## src/rtl/tmr_pkg.sv

```systemverilog
package tmr_pkg;
    localparam int TMR_BYTE_W   = 8;
    localparam int TMR_SYNC_LEN = 2;

    typedef struct packed {
        logic flag;
        logic armed;
    } flag_state_t;
endpackage

```

## src/rtl/tmr_pulse_sync.sv

```systemverilog
module tmr_pulse_sync #(
    parameter int STAGES = tmr_pkg::TMR_SYNC_LEN
) (
    input  logic clk_i,
    input  logic rst_ni,
    input  logic pin_i,
    output logic fall_o
);
    localparam int LAST = STAGES - 1;

    logic [STAGES-1:0] chain_d, chain_q;
    logic              last_d, last_q;

    assign chain_d[0] = pin_i;
    for (genvar g = 1; g < STAGES; g++) begin : g_chain
        assign chain_d[g] = chain_q[g-1];
    end
    assign last_d = chain_q[LAST];

    always_ff @(posedge clk_i) begin
        if (!rst_ni) begin
            chain_q <= '0;
            last_q  <= 1'b0;
        end else begin
            chain_q <= chain_d;
            last_q  <= last_d;
        end
    end

    assign fall_o = last_q & ~chain_q[LAST];

    AST_FALL_ISOLATED: assert property (@(posedge clk_i) disable iff (!rst_ni)
        fall_o |=> !fall_o);
endmodule

```

## src/rtl/tmr_counter.sv

```systemverilog
module tmr_counter #(
    parameter int BYTE_W = tmr_pkg::TMR_BYTE_W
) (
    input  logic                  clk_i,
    input  logic                  rst_ni,
    input  logic                  ev_i,
    input  logic                  wr_lo_i,
    input  logic                  load_i,
    input  logic [BYTE_W-1:0]     wdata_i,
    output logic [2*BYTE_W-1:0]   cnt_o,
    output logic                  uf_o
);
    localparam int CNT_W = 2 * BYTE_W;

    typedef struct packed {
        logic [BYTE_W-1:0] latch;
        logic [CNT_W-1:0]  cnt;
    } cnt_state_t;

    cnt_state_t st_d, st_q;
    logic       uf_d;

    always_comb begin
        st_d = st_q;
        uf_d = ev_i & ~load_i & (st_q.cnt == '0);
        if (wr_lo_i) begin
            st_d.latch = wdata_i;
        end
        if (load_i) begin
            st_d.cnt = {wdata_i, st_q.latch};
        end else if (ev_i) begin
            st_d.cnt = st_q.cnt - 1'b1;
        end
    end

    always_ff @(posedge clk_i) begin
        if (!rst_ni) begin
            st_q.latch <= '1;
            st_q.cnt   <= '1;
        end else begin
            st_q <= st_d;
        end
    end

    assign cnt_o = st_q.cnt;
    assign uf_o  = uf_d;

    AST_LOAD_VALUE: assert property (@(posedge clk_i) disable iff (!rst_ni)
        load_i |=> st_q.cnt == $past({wdata_i, st_q.latch}));
    AST_LATCH_ONLY: assert property (@(posedge clk_i) disable iff (!rst_ni)
        wr_lo_i && !ev_i && !load_i |=> $stable(st_q.cnt));
    AST_WRAP_ONES: assert property (@(posedge clk_i) disable iff (!rst_ni)
        uf_o |=> st_q.cnt == {CNT_W{1'b1}});
endmodule

```

## src/rtl/tmr_flag.sv

```systemverilog
module tmr_flag (
    input  logic clk_i,
    input  logic rst_ni,
    input  logic uf_i,
    input  logic load_i,
    input  logic rd_lo_i,
    output logic flag_o
);
    import tmr_pkg::*;

    flag_state_t fs_d, fs_q;

    always_comb begin
        fs_d = fs_q;
        if (load_i) begin
            fs_d.armed = 1'b1;
        end else if (uf_i) begin
            fs_d.armed = 1'b0;
        end
        if (uf_i && fs_q.armed) begin
            fs_d.flag = 1'b1;
        end else if (load_i || rd_lo_i) begin
            fs_d.flag = 1'b0;
        end
    end

    always_ff @(posedge clk_i) begin
        if (!rst_ni) begin
            fs_q.flag  <= 1'b0;
            fs_q.armed <= 1'b0;
        end else begin
            fs_q <= fs_d;
        end
    end

    assign flag_o = fs_q.flag;

    AST_FLAG_SET: assert property (@(posedge clk_i) disable iff (!rst_ni)
        uf_i && fs_q.armed |=> flag_o);
    AST_DISARM: assert property (@(posedge clk_i) disable iff (!rst_ni)
        uf_i && !load_i |=> !fs_q.armed);
    AST_NO_REFLAG: assert property (@(posedge clk_i) disable iff (!rst_ni)
        !fs_q.armed && !flag_o && !load_i |=> !flag_o);
    AST_RD_CLEAR: assert property (@(posedge clk_i) disable iff (!rst_ni)
        rd_lo_i && !uf_i |=> !flag_o);
    AST_FLAG_HOLD: assert property (@(posedge clk_i) disable iff (!rst_ni)
        flag_o && !rd_lo_i && !load_i |=> flag_o);
endmodule

```

## src/rtl/tmr_event_timer.sv

```systemverilog
module tmr_event_timer #(
    parameter int BYTE_W   = tmr_pkg::TMR_BYTE_W,
    parameter int SYNC_LEN = tmr_pkg::TMR_SYNC_LEN
) (
    input  logic              clk_i,
    input  logic              rst_ni,
    input  logic              tick_i,
    input  logic              pulse_mode_i,
    input  logic              pulse_pin_i,
    input  logic              wr_i,
    input  logic              rd_i,
    input  logic              hi_sel_i,
    input  logic [BYTE_W-1:0] wdata_i,
    output logic [BYTE_W-1:0] rdata_o,
    output logic              flag_o
);
    localparam int CNT_W = 2 * BYTE_W;

    logic             fall;
    logic             ev;
    logic             load;
    logic             wr_lo;
    logic             rd_lo;
    logic             uf;
    logic [CNT_W-1:0] cnt;

    assign load  = wr_i & hi_sel_i;
    assign wr_lo = wr_i & ~hi_sel_i;
    assign rd_lo = rd_i & ~hi_sel_i;
    assign ev    = pulse_mode_i ? fall : tick_i;

    tmr_pulse_sync #(.STAGES(SYNC_LEN)) u_sync (
        .clk_i  (clk_i),
        .rst_ni (rst_ni),
        .pin_i  (pulse_pin_i),
        .fall_o (fall)
    );

    tmr_counter #(.BYTE_W(BYTE_W)) u_cnt (
        .clk_i   (clk_i),
        .rst_ni  (rst_ni),
        .ev_i    (ev),
        .wr_lo_i (wr_lo),
        .load_i  (load),
        .wdata_i (wdata_i),
        .cnt_o   (cnt),
        .uf_o    (uf)
    );

    tmr_flag u_flag (
        .clk_i   (clk_i),
        .rst_ni  (rst_ni),
        .uf_i    (uf),
        .load_i  (load),
        .rd_lo_i (rd_lo),
        .flag_o  (flag_o)
    );

    assign rdata_o = hi_sel_i ? cnt[CNT_W-1:BYTE_W] : cnt[BYTE_W-1:0];

    AST_TIMED_GATE: assert property (@(posedge clk_i) disable iff (!rst_ni)
        !pulse_mode_i && !tick_i && !load |=> $stable(cnt));
    AST_PULSE_GATE: assert property (@(posedge clk_i) disable iff (!rst_ni)
        pulse_mode_i && !fall && !load |=> $stable(cnt));
    AST_STEP_ONE: assert property (@(posedge clk_i) disable iff (!rst_ni)
        ev && !load && cnt != '0 |=> cnt == $past(cnt) - 1'b1);
endmodule

```

## config.mk

```make
export PLATFORM = sky130hd
export DESIGN_NAME = tmr_event_timer
export DESIGN_NICKNAME = d
export VERILOG_FILES = /design/src/rtl/tmr_pkg.sv /design/src/rtl/tmr_pulse_sync.sv /design/src/rtl/tmr_counter.sv /design/src/rtl/tmr_flag.sv /design/src/rtl/tmr_event_timer.sv
export SDC_FILE = /design/constraint.sdc
export NUM_CORES = 1
export LEC_CHECK = 0
export ABC_AREA = 1
export ABC_CLOCK_PERIOD_IN_PS = 1400
export BUFFER_PORTS_ARGS = -buffer_cell sky130_fd_sc_hd__buf_2
export CORE_MARGIN = 10
export CORE_UTILIZATION = 51
export DETAILED_ROUTE_END_ITERATION = 7
export PLACE_DENSITY = 0.77
export SKIP_CTS_REPAIR_TIMING = 1
export SYNTH_ARGS = -nofsm -noshare
export SYNTH_HDL_FRONTEND = slang
export SYNTH_HIERARCHICAL = 1
export SYNTH_SLANG_ARGS = --single-unit
```

## constraint.sdc

```tcl
create_clock -name clk_i -period 1.4 [get_ports clk_i]
set_input_delay 0.07 -clock clk_i [delete_from_list [all_inputs] [get_ports clk_i]]
set_output_delay 0.07 -clock clk_i [all_outputs]
set_load 0.02 [all_outputs]
```

* Yosys cells after proc, flatten, opt, wreduce, memory -nomap -nowiden
Index checks and enable logic that the tools add are counted.
** Cells by class
- Add/subtract/negate cells :: 1
- Multiplexer cells :: 8
- Bitwise operators :: 9
- Reduce and logical (&&, ||, !) cells :: 6
** Operators with widths (number)
- $mux 16 :: 2
- $logic_not 16->1 :: 1
- $sub 16x1->16 const B :: 1
- $mux 8 :: 1
- $and 1x1->1 :: 6
- $reduce_bool 2->1 :: 3
- $mux 1 :: 5
- $not 1->1 :: 3
- $logic_and 1x1->1 :: 1
- $logic_or 1x1->1 :: 1
** Storage, ports and cells
- Bits in registers :: 29
- Input bits :: 16
- Output and inout bits :: 9
- Word-level logic and storage cells :: 30

* Depth between registers and ports, before layout
- Depth after elaboration :: 7
- Depth in mapped cells :: 11
- Gate-level depth less buffers :: 11

* Cells and area by module
Netlist, hierarchy kept.
** Modules (own cells, without submodules)
- tmr_counter :: times used 1, cells each 220, area each 1466.4 um^2, sequential area each 480.5 um^2
- tmr_event_timer :: times used 1, cells each 36, area each 142.6 um^2, sequential area each 0.0 um^2
- tmr_pulse_sync :: times used 1, cells each 11, area each 90.1 um^2, sequential area each 60.1 um^2
- tmr_flag :: times used 1, cells each 11, area each 86.3 um^2, sequential area each 40.0 um^2

* Least setup slack after synthesis
OpenSTA, ideal clock, no wires.
- Path type :: register to register
- Start :: register u_cnt/cnt_o[0] (netlist name)
- End :: register u_flag.fs_q, in the netlist u_flag/flag_o
- Data arrival time :: 1358 ps
- Required time :: 1334 ps
- Path slack :: -24 ps
- Cell stages (with the launch flop) :: 9
- Buffers on the path :: 0
- Cell sequence :: dfxtp_1 inv_1 ha_1 nand3_1 nor2_4 nand4_1 nor2_1 nand2_1 a21oi_2
** Between the ends
- Cells in the longest elaborated chain, start to end :: 4
- Elaborated cells between the ends (all ways) :: 5
** RTL lines
- $logic_not 16->1 * :: line tmr_counter.sv:25 : uf_d = ev_i & ~load_i & (st_q.cnt == '0);
- $and 1x1->1 * :: line tmr_counter.sv:25
- via uf :: line tmr_event_timer.sv:24 : logic uf;
- $logic_and 1x1->1 * :: line tmr_flag.sv:20 : if (uf_i && fs_q.armed) begin
- $mux 1 / $reduce_bool 2->1 (equally long branches)
- end signal, assigned :: line tmr_flag.sv:32 : fs_q <= fs_d;
- end, declared :: line tmr_flag.sv:11 : flag_state_t fs_d, fs_q;
Mark *: on every way through the listed nets, which the timed path passes. The rest lies on a longest branch.
A chain may end at the register's enable or synchronous reset.

* Final worst setup path
- Start :: register u_sync.last_q
- End :: register u_flag.fs_q, in the netlist u_flag/flag_o
** Between the ends
- Cells in the longest elaborated chain, start to end :: 6
- Elaborated cells between the ends (all ways) :: 7
** RTL lines
- start, declared :: line tmr_pulse_sync.sv:12 : logic last_d, last_q;
- start signal, assigned :: line tmr_pulse_sync.sv:26 : last_q <= last_d;
- $and 1x1->1 * :: line tmr_pulse_sync.sv:30 : assign fall_o = last_q & ~chain_q[LAST];
- via fall :: line tmr_event_timer.sv:19 : logic fall;
- $mux 1 * :: line tmr_event_timer.sv:30 : assign ev = pulse_mode_i ? fall : tick_i;
- via ev :: line tmr_event_timer.sv:20 : logic ev;
- $and 1x1->1 * (2 in series) :: line tmr_counter.sv:25
- via uf :: line tmr_event_timer.sv:24
- $logic_and 1x1->1 * :: line tmr_flag.sv:20
- $mux 1 / $reduce_bool 2->1 (equally long branches)
Marks and branches as above.

==> out/metrics.yaml <==
period_needed_ns: 1.40
yosysMostFrequentCell: "nand2_1"
htreeDepth: 2
ir_drop_mv: 0.483
final_cells: 362
antenna_found_initial: 0
grt_pass1_vias: 1542
rrSetupSlack_ns: -0.0009
cts_buffer_depth: 2
slew_headroom: 0.792
yosys_warnings: 6
drc: 0
routed_wl_mm: 4.62
routedWlPerCell_um: 12.8
cts_root_buffer: "clkbuf_4"
core_area_mm2: 0.00336
grt_pass1_wl_mm: 7.14
drv_cap: 0
syn_area_per_cell_um2: 6.42
async_reset_ff_frac: 0
postSynthCellCount: 278
clk_pin_slew_ns: 0.09
crit_buf_inv: 2
status: "finished with violations"
rsz0062_at_grt: "true"
crit_chain: "inv_1 -> nor2_1 -> nand2_1 -> nand2_1 -> inv_1 -> nor3_1 -> nand4_1 -> nor2_2 -> nand2_1 -> a21oi_2"
synth_edf_count: 0
hpwlAfterDp_mm: 3.40
finalCritPeriodShare: 1.00
tightest_slew_ns: 0.313
synth_ff_type: "dfxtp_1"
port_buffers: 24
vias_per_cell: 4.89
place_inst: 342
seq_area_frac_synth: 0.325
p_clk_frac: 0.271
start_kind: "register"
critPathMaxStageDelay_ns: 0.32
die_y_um: 79.2
synth.cell_area_mm2: 0.00179
path_delay_family: "simple AND/OR/NAND/NOR gates"
tritoncts: "done"
drt_iter0_drc: 131
initial_core_util: 0.531
antenna_cells: 0
pin_count: 25
combPwrFrac: 0.239
cts_buffers: 5
grt_max_degree: 15
path_max_fanout: 2
min_from: "wdata_i[0]"
die_w_um: 79.2
clock_sink_count: 29
crit_start: "u_sync/last_q"
violations: "setup timing"
area_growth_pct: 19.3
detail-route-antenna-nets: 0
setup_viol: 1
p_sw_mw: 0.610
hold_violations: 0
fin_ws_ns: -0.000934
syn_nets: 295
end_kind: "register"
rows: 21
maxSlewViolCount: 0
arrival_ns: 1.68
synth-seq-cells: 29
fillers: 327
die-area_mm2: 0.00627
netlist_top_cells_area: "dfxtp_1, nand2_1, inv_1"
critPathRequiredTime_ns: 1.68
yosysTopAreaCell: "dfxtp_1"
synth_top_area_frac: 0.325
placed_area_mm2: 0.00194
utilization: 0.633
p_int_mw: 1.32
first_pass_iters: 5
leakagePower_nw: 1.10
clkLatencyLatePin_ns: 0.33
final_area_mm2: 0.00213
grt_usage: 0.142
grt_overflow: 0
fmax_mhz: 714
cp_slowest_cell: "dfxtp_1"
drive_above_1_share: 0.241
synthTopCellsByCount: "nand2_1, inv_1, dfxtp_1"
powerDensity_mw_per_mm2: 906
swShare: 0.316
reg2reg_from: "u_sync/last_q"
yosysUniqueCellTypes: 24
critPathKind: "register to register"
holdWs_ns: 0.00299
final_net_count: 333
critPathMostFrequentCell: "nand2_1"
fin_skew_ns: 0.00143
seq_power_share: 0.491
place.gp.congestion: 0.855
num_vias: 1771
holdCritPathClass: "input port to register"
power.total_mw: 1.93
## layout make-up
class	instances	area, µm²	share of cell area
Clock buffer	7	55.1	0.0259
Inverter	34	128	0.0599
Multi-Input combinational cell	191	936	0.439
Sequential cell	29	581	0.273
Tap cell	46	57.6	0.0270
Timing Repair Buffer	55	373	0.175
## logic make-up (layout without fill, tap and decap cells)
group                    count (synthesis)  in the layout  share of synthesized area
flip-flops                              29             29                      0.325
adder cells (fa/ha/maj)                  1              1                    0.00701
AO/OA/AOI/OAI                           28             28                      0.103
XOR/XNOR                                 7              7                     0.0343
buffers and inverters                   58             96                      0.170
AND/OR/NAND/NOR                        155            155                      0.360
## registers in the layout, indices dropped and copies added, names as in the netlist
register and flops:
u_cnt/cnt_o 16, u_cnt/st_q 8, u_flag/flag_o 1, u_flag/fs_q 1, u_sync/chain_q 2, u_sync/last_q 1
## stage by stage
step           setup TNS [ns]  worst slack, ns
5_1_grt                -0.159          -0.0891
3_5_place_dp                0           0.0119
6_report            -0.000934        -0.000934
3_3_place_gp                0           0.0612
2_1_floorplan               0         0.000277
4_1_cts               -0.0111          -0.0111
## power by group through the flow
stage,combinational [mW],clock [mW],sequential [mW]
floorplan,0.331,0,0.951
global placement,0.412,0,0.961
detailed placement,0.420,0,0.962
CTS,0.422,0.524,0.943
global route,0.514,0.571,0.953
finish,0.460,0.522,0.947
## layer usage
layer,track usage,wire (µm),vias up
met5,0,0,-
li1,-,-,917
met2,0.212,2140,61
met1,0.180,2090,788
met4,0.0645,46,0
met3,0.0462,348,5
## worst paths after layout
check	end	cells past startpoint
max	u_flag/flag_o	10
min	u_cnt/st_q[16]	3
max reg2reg	u_flag/flag_o	10
min reg2reg	u_sync/chain_q[1]	2
## worst min-delay path, stage by stage
cell and delay [ns]:
buf_2 0.10, nand2_1 0.05, nand3_1 0.08
## layout by cell type, fill, tap and decap left out, types with 2 or more instances in the layout
master         instances
xor2_1                 7
o211ai_1               2
a21oi_1               15
buf_2                 24
buf_4                 23
a22oi_1                2
nor2_1                18
clkbuf_4               5
nand3_2                2
nand3_1               17
nand2_1              107
inv_2                  3
o21ai_2                7
dfxtp_1               29
nor2_2                 4
dlygate4sd3_1          8
inv_1                 31
nor2_4                 2
(Power assumes the default switching activity.)
